==> src/rtl/irq_ack_ctrl.sv <==
module irq_ack_ctrl #(
  parameter int VEC_W = 8
) (
  input  logic             clk,
  input  logic             rst_n,
  input  logic             irq_in,
  input  logic             int_en,
  input  logic             insn_bound,
  output logic             ack_req,
  output logic             ack_sel,
  input  logic             ack_rdy,
  input  logic [VEC_W-1:0] ack_data,
  output logic             vec_valid,
  output logic [VEC_W-1:0] vec_out
);

  typedef enum logic [1:0] {S_IDLE, S_ACK1, S_ACK2} st_t;

  st_t  st;
  logic sync_a, sync_b;
  logic drop_q;

  wire abort = drop_q | ~sync_b;
  wire take  = (st == S_IDLE) & sync_b & int_en & insn_bound;

  always_ff @(posedge clk or negedge rst_n) begin
    if (!rst_n) begin
      sync_a <= 1'b0;
      sync_b <= 1'b0;
    end else begin
      sync_a <= irq_in;
      sync_b <= sync_a;
    end
  end

  always_ff @(posedge clk or negedge rst_n) begin
    if (!rst_n) begin
      st        <= S_IDLE;
      drop_q    <= 1'b0;
      vec_valid <= 1'b0;
      vec_out   <= '0;
    end else begin
      vec_valid <= 1'b0;
      case (st)
        S_IDLE: begin
          drop_q <= 1'b0;
          if (take) st <= S_ACK1;
        end
        S_ACK1: begin
          drop_q <= abort;
          if (ack_rdy) st <= abort ? S_IDLE : S_ACK2;
        end
        S_ACK2: begin
          drop_q <= abort;
          if (ack_rdy) begin
            st <= S_IDLE;
            if (!abort) begin
              vec_out   <= ack_data;
              vec_valid <= 1'b1;
            end
          end
        end
        default: st <= S_IDLE;
      endcase
    end
  end

  assign ack_req = (st != S_IDLE);
  assign ack_sel = (st == S_ACK2);

  p_start_gated_r4: assert property (@(posedge clk) disable iff (!rst_n)
    $rose(ack_req) |-> $past(int_en && insn_bound && sync_b));

  p_hold_cycle_r5: assert property (@(posedge clk) disable iff (!rst_n)
    (ack_req && !ack_rdy) |=> (ack_req && $stable(ack_sel)));

  p_second_follows_r5: assert property (@(posedge clk) disable iff (!rst_n)
    (ack_req && !ack_sel && ack_rdy && !abort) |=> (ack_req && ack_sel));

  p_pulse_one_r6: assert property (@(posedge clk) disable iff (!rst_n)
    vec_valid |=> !vec_valid);

  p_pulse_source_r6: assert property (@(posedge clk) disable iff (!rst_n)
    vec_valid |-> $past(ack_req && ack_sel && ack_rdy));

  p_vec_quiet_r7: assert property (@(posedge clk) disable iff (!rst_n)
    !vec_valid |-> $stable(vec_out));

  p_gap_after_r8: assert property (@(posedge clk) disable iff (!rst_n)
    (ack_req && ack_sel && ack_rdy) |=> !ack_req);

endmodule

==> config.mk <==
export PLATFORM = sky130hd
export DESIGN_NAME = irq_ack_ctrl
export DESIGN_NICKNAME = d
export VERILOG_FILES = /design/src/rtl/irq_ack_ctrl.sv
export SDC_FILE = /design/constraint.sdc
export NUM_CORES = 1
export LEC_CHECK = 0
export BUFFER_PORTS_ARGS = -buffer_cell sky130_fd_sc_hd__buf_2
export CORE_MARGIN = 5
export CORE_UTILIZATION = 43
export CTS_BUF_LIST = sky130_fd_sc_hd__clkbuf_2 sky130_fd_sc_hd__clkbuf_4 sky130_fd_sc_hd__clkbuf_8
export CTS_CLUSTER_DIAMETER = 50
export DETAILED_ROUTE_END_ITERATION = 6
export PLACE_DENSITY = 0.74
export SETUP_SLACK_MARGIN = 0.5
export SLEW_MARGIN = 15
export SYNTH_ARGS = -nofsm -noshare
export SYNTH_HDL_FRONTEND = slang
export SYNTH_SLANG_ARGS = --single-unit
==> constraint.sdc <==
create_clock -name clk -period 4.4 [get_ports clk]
set_input_delay 0.22 -clock clk [delete_from_list [all_inputs] [get_ports clk]]
set_output_delay 0.22 -clock clk [all_outputs]
set_load 0.005 [all_outputs]
* Yosys cells after proc, flatten, opt, wreduce, memory -nomap -nowiden
Cells that the tools add are included.
Word-level totals: flip-flop bits (word level) 14, bits of input ports 14, logic and storage cells 32
Cells by class: equality and inequality tests 5, mux-type cells 9, reduce and logical (&&, ||, !) cells 6, bitwise logic cells 6
Operators with widths (count):
- $mux W2 | 4
- $pmux W2 S3 | 1
- $reduce_and A3 Y1 | 2
- $ne A2 B2 Y1 const B | 2
- $reduce_bool A2 Y1 | 2
- $and A1 B1 Y1 | 3
- $mux W1 | 3
- $eq A2 B1 Y1 const B | 1
- $eq A2 B2 Y1 const B | 1
- $logic_not A2 Y1 | 1
- $ne A2 B1 Y1 const B | 1
- $not A1 Y1 | 2
- $pmux W1 S2 | 1
- $reduce_or A2 Y1 | 1
- $or A1 B1 Y1 | 1

* Logic depth before layout (Yosys ltp)
depth in word-level cells 6, mapped depth 5, mapped depth without buffers 5

* Worst setup path after synthesis
No wires, ideal clock.
path type reg-to-reg, start register st[0], end register st[0], path slack 2980 ps, required time 4275 ps, setup time 125 ps, data arrival time 1295 ps, buffers on the path 0, stages on the path, launching flop included 6, path through dfrtp_1 > inv_1 > ha_1 > nor2_1 > a2bb2oi_1 > mux2_2
On the way: elaborated cells between the ends (all ways) 11, those cells by class eq/ne: 5; mux: 1; bitwise: 3; reduce/logical: 2
RTL lines:
- start: declaration | RTL line 19 | st_t st;
- start signal: assignment | RTL line 51 | if (ack_rdy) st <= abort ? S_IDLE : S_ACK2;
- $eq A2 B2 Y1 (*)
- via ack_sel | RTL line 10 | output logic ack_sel,
- $ne A2 B1 Y1 (no source line)
- $reduce_and A3 Y1 (no source line)
Mark *: on every way through the listed nets, which the timed path passes. The rest lies on a longest branch. A chain may end at the register's enable or synchronous reset.

* Worst setup path after layout
start register st[0], end register st[0]
On the way: word-level cells in the longest chain between the ends 6, elaborated cells between the ends (all ways) 11, those cells by class eq/ne: 5; mux: 1; bitwise: 3; reduce/logical: 2
Ends and longest elaborated chain:
- $logic_not A2 Y1 | RTL line 24, 44
- $and A1 B1 Y1 (3 in series) | RTL line 24 | wire take = (st == S_IDLE) & sync_b & int_en & insn_bound;
- $ne A2 B2 Y1 (no source line)
- $reduce_and A3 Y1 (no source line)
Parallel ways exist; a longest one is shown, timed or not.

==> flow_results.xml <==
<?xml version="1.0" encoding="UTF-8"?>
<metrics>
  <group name="finish">
    <metric name="syn2layout_area_growth" unit="%">29.6</metric>
    <metric name="fin_cells" unit="">88</metric>
    <metric name="post_route_cells_drive_above_1_share" unit="">0.534</metric>
    <metric name="fin_util" unit="">0.608</metric>
    <metric name="antenna_cells_inserted" unit="">0</metric>
    <metric name="fin_nets" unit="">93</metric>
    <metric name="nFillCells" unit="">120</metric>
  </group>
  <group name="cts">
    <metric name="clock_sinks" unit="">14</metric>
    <metric name="cts.path.max_buffers" unit="">2</metric>
    <metric name="cts_tree" unit="">done</metric>
    <metric name="cts_hold_buffers" unit="">1</metric>
    <metric name="cts_setup_buffers" unit="">0</metric>
    <metric name="worst_setup_hold_path_clk_slew" unit="ps">80</metric>
    <metric name="root_buffer" unit="">sky130_fd_sc_hd__clkbuf_4</metric>
    <metric name="cts-resized-gates" unit="">0</metric>
    <metric name="clk_latency" unit="ps">270</metric>
    <metric name="clock_tree.htree_level_count" unit="">1</metric>
    <metric name="clock_buffer_count_from_cts" unit="">3</metric>
  </group>
  <group name="placement">
    <metric name="dp_cells" unit="">83</metric>
    <metric name="finalWeightedCongestion" unit="">0.773</metric>
    <metric name="post_placement_setup_slack" unit="ps">2900</metric>
    <metric name="dp_hpwl" unit="um">867</metric>
    <metric name="io_buffers" unit="">24</metric>
  </group>
  <group name="route">
    <metric name="top_layer" unit="">met4</metric>
    <metric name="wl_met2" unit="um">540</metric>
    <metric name="firstDrtPassIters" unit="">2</metric>
    <metric name="wl_per_cell" unit="um">12.1</metric>
    <metric name="route.layer.met1.wl" unit="um">396</metric>
    <metric name="drt-total-wl" unit="mm">1.07</metric>
    <metric name="remaining_drc_errors" unit="">0</metric>
    <metric name="drt.antenna.violating_nets" unit="">0</metric>
    <metric name="vias_per_cell" unit="">4.81</metric>
    <metric name="dr_total_vias" unit="">423</metric>
    <metric name="detailroute.wirelength.met3" unit="um">120</metric>
    <metric name="initial_detailed_routing_violation_count" unit="">2</metric>
  </group>
  <group name="worst_setup_path">
    <metric name="critical_path_peak_fanout" unit="">4</metric>
    <metric name="cp-endpoint" unit="">st[0]</metric>
    <metric name="cpMaxStageDelayCell" unit="">sky130_fd_sc_hd__dfrtp_1</metric>
    <metric name="r2r_slack" unit="ps">2900</metric>
    <metric name="buffers_and_inverters_on_the_worst_path" unit="">1</metric>
    <metric name="critical_path_cell_count" unit="">5</metric>
    <metric name="timing.critical_path.arrival" unit="ps">1660</metric>
    <metric name="cp_top_family" unit="">flip-flops</metric>
    <metric name="critical_path.startpoint" unit="">st[0]</metric>
    <metric name="regToRegStartpoint" unit="">st[0]</metric>
    <metric name="path_class" unit="">register to register</metric>
    <metric name="worst-r2r-cell-count" unit="">5</metric>
    <metric name="cp_data_required_time" unit="ps">4560</metric>
    <metric name="cp-end-kind" unit="">register</metric>
    <metric name="crit_chain" unit="">inv_1 -&gt; ha_1 -&gt; nor2_1 -&gt; a2bb2oi_1 -&gt; mux2_2</metric>
    <metric name="worst_r2r_endpoint" unit="">st[0]</metric>
    <metric name="timing.critical_path.slowest_cell_delay" unit="ps">390</metric>
    <metric name="critPathLaunchType" unit="">register</metric>
  </group>
  <group name="die">
    <metric name="die_area" unit="um^2">2320</metric>
    <metric name="floorplan.rows" unit="">13</metric>
    <metric name="core-area" unit="um^2">1330</metric>
    <metric name="initial_utilization" unit="">0.469</metric>
    <metric name="die_height" unit="um">48.1</metric>
    <metric name="chipWidth" unit="um">48.1</metric>
    <metric name="io_pins" unit="">25</metric>
  </group>
  <group name="worst_hold_path">
    <metric name="hp-class" unit="">input port to register</metric>
  </group>
  <group name="timing">
    <metric name="setup_tns_final" unit="ps">0</metric>
    <metric name="max_freq" unit="GHz">0.666</metric>
    <metric name="rsz0062_at_grt" unit="">no</metric>
    <metric name="finalSetupViolations" unit="">0</metric>
    <metric name="timing.clock.skew" unit="ps">2.01</metric>
    <metric name="max_slew_margin" unit="">0.805</metric>
    <metric name="finalWorstPathRequiredPeriod" unit="ps">1500</metric>
    <metric name="maxSlewViolCount" unit="">0</metric>
    <metric name="worst_slack" unit="ps">2900</metric>
    <metric name="timing.final.crit_share" unit="">0.341</metric>
    <metric name="max_slew.worst_pin.slew" unit="ps">292</metric>
    <metric name="timing.final.hold_violations" unit="">0</metric>
  </group>
  <group name="global_routing">
    <metric name="maximum_number_of_pins_on_one_net_before_global_route_repair" unit="">15</metric>
    <metric name="vias_in_the_first_global_route" unit="">425</metric>
    <metric name="initial_antenna_violation_count" unit="">0</metric>
    <metric name="gr-usage-all-layers" unit="">0.115</metric>
    <metric name="first_pass_grt_wire_length" unit="mm">1.77</metric>
    <metric name="grt.overflow.total" unit="">0</metric>
  </group>
  <group name="synthesis">
    <metric name="postSynthNetCount" unit="">63</metric>
    <metric name="ys_seq_area_frac" unit="">0.560</metric>
    <metric name="synth.cell_area" unit="um^2">626</metric>
    <metric name="count_of_yosys_warnings_during_synthesis" unit="">0</metric>
    <metric name="synth.lib_cells_used.distinct" unit="">14</metric>
    <metric name="number_of_flip_flops_and_latches_in_the_synthesized_netlist" unit="">14</metric>
    <metric name="synth_cells" unit="">44</metric>
    <metric name="post_synth.cell_area_avg" unit="um^2">14.2</metric>
  </group>
  <group name="pwr">
    <metric name="vdd_drop_max" unit="V">0.000260</metric>
    <metric name="power-per-cell-area" unit="nW/um^2">540</metric>
    <metric name="leakagePower" unit="nW">0.461</metric>
  </group>
  <group name="status">
    <metric name="run_status" unit="">completed</metric>
  </group>
  <group name="job">
    <metric name="max_cap_violations" unit="">0</metric>
  </group>
</metrics>
[metal layers]
metal	track usage	vias to the layer above
li1	-	210
met2	0.190	15
met4	0.0645	0
met5	0	-
met1	0.124	196
met3	0.0480	2
[how the worst min path moves through the flow]
stage,end,slack (ps),start,cells past startpoint
after floorplan,drop_q,-80,rst_n,0
after global placement,vec_out[2],130,rst_n,1
after detailed placement,vec_out[2],130,rst_n,1
after CTS,sync_a,50,irq_in,1
after global routing,sync_a,40,irq_in,1
final,sync_a,50,irq_in,1
[layout make-up]
cell class	count	area (um^2)	share of cell area
Sequential cell	14	350	0.432
Multi-Input combinational cell	25	256	0.316
Timing Repair Buffer	25	130	0.160
Clock buffer	4	36.3	0.0448
Inverter	5	18.8	0.0231
Tap cell	15	18.8	0.0231
[cells in the mapped netlist, drive strengths merged]
master / instances / area share
inv: 5 / 0.030
o22a: 1 / 0.014
nand3b: 1 / 0.012
ha: 5 / 0.10
dfrtp: 14 / 0.56
a21oi: 1 / 0.0080
a2bb2oi: 1 / 0.014
nor2: 2 / 0.012
mux2: 9 / 0.16
o211ai: 1 / 0.012
nand3: 2 / 0.024
nand4b: 2 / 0.052
[metrics by stage]
step | total power, mW | instance area, um^2 | hold slack [ps]
after global placement | 0.351 | 764 | 126
after floorplan | 0.295 | 626 | -75.6
after detailed placement | 0.356 | 764 | 130
after CTS | 0.446 | 811 | 46.1
final | 0.438 | 811 | 54.2
after global routing | 0.483 | 811 | 43.5
[report_power, final]
group          switching, mW  internal, mW  leakage (nW)
registers             0.0246         0.168         0.181
logic                 0.0671        0.0904         0.259
clock network         0.0374        0.0502        0.0210
[cell usage in the layout (no fill, tap or decap)]
| cell | instances |
|---|---|
| sky130_fd_sc_hd__buf_2 | 24 |
| sky130_fd_sc_hd__dfrtp_1 | 14 |
| sky130_fd_sc_hd__mux2_2 | 9 |
| sky130_fd_sc_hd__inv_1 | 5 |
| sky130_fd_sc_hd__ha_1 | 5 |
| sky130_fd_sc_hd__clkbuf_4 | 3 |
| sky130_fd_sc_hd__nor2_1 | 2 |
| sky130_fd_sc_hd__nand4b_4 | 1 |
| sky130_fd_sc_hd__nand3_2 | 1 |
| sky130_fd_sc_hd__nand4b_1 | 1 |
| sky130_fd_sc_hd__a21oi_1 | 1 |
| sky130_fd_sc_hd__nand3_1 | 1 |
| sky130_fd_sc_hd__o211ai_1 | 1 |
| sky130_fd_sc_hd__nand3b_1 | 1 |
| sky130_fd_sc_hd__o22a_1 | 1 |
| sky130_fd_sc_hd__a2bb2oi_1 | 1 |
| sky130_fd_sc_hd__clkbuf_8 | 1 |
| sky130_fd_sc_hd__dlygate4sd3_1 | 1 |
[sequential cells by signal, indices dropped and copies added (netlist names)]
signal     count
drop_q         1
st             2
sync_a         1
vec_out        8
sync_b         1
vec_valid      1
[logic make-up after synthesis]
logic type / share of synthesized area
flops: 0.560
simple gates: 0.100
compound gates: 0.0480
fa+ha+maj: 0.100
buf+inv: 0.0300
mux: 0.162
(Power assumes the default switching activity.)
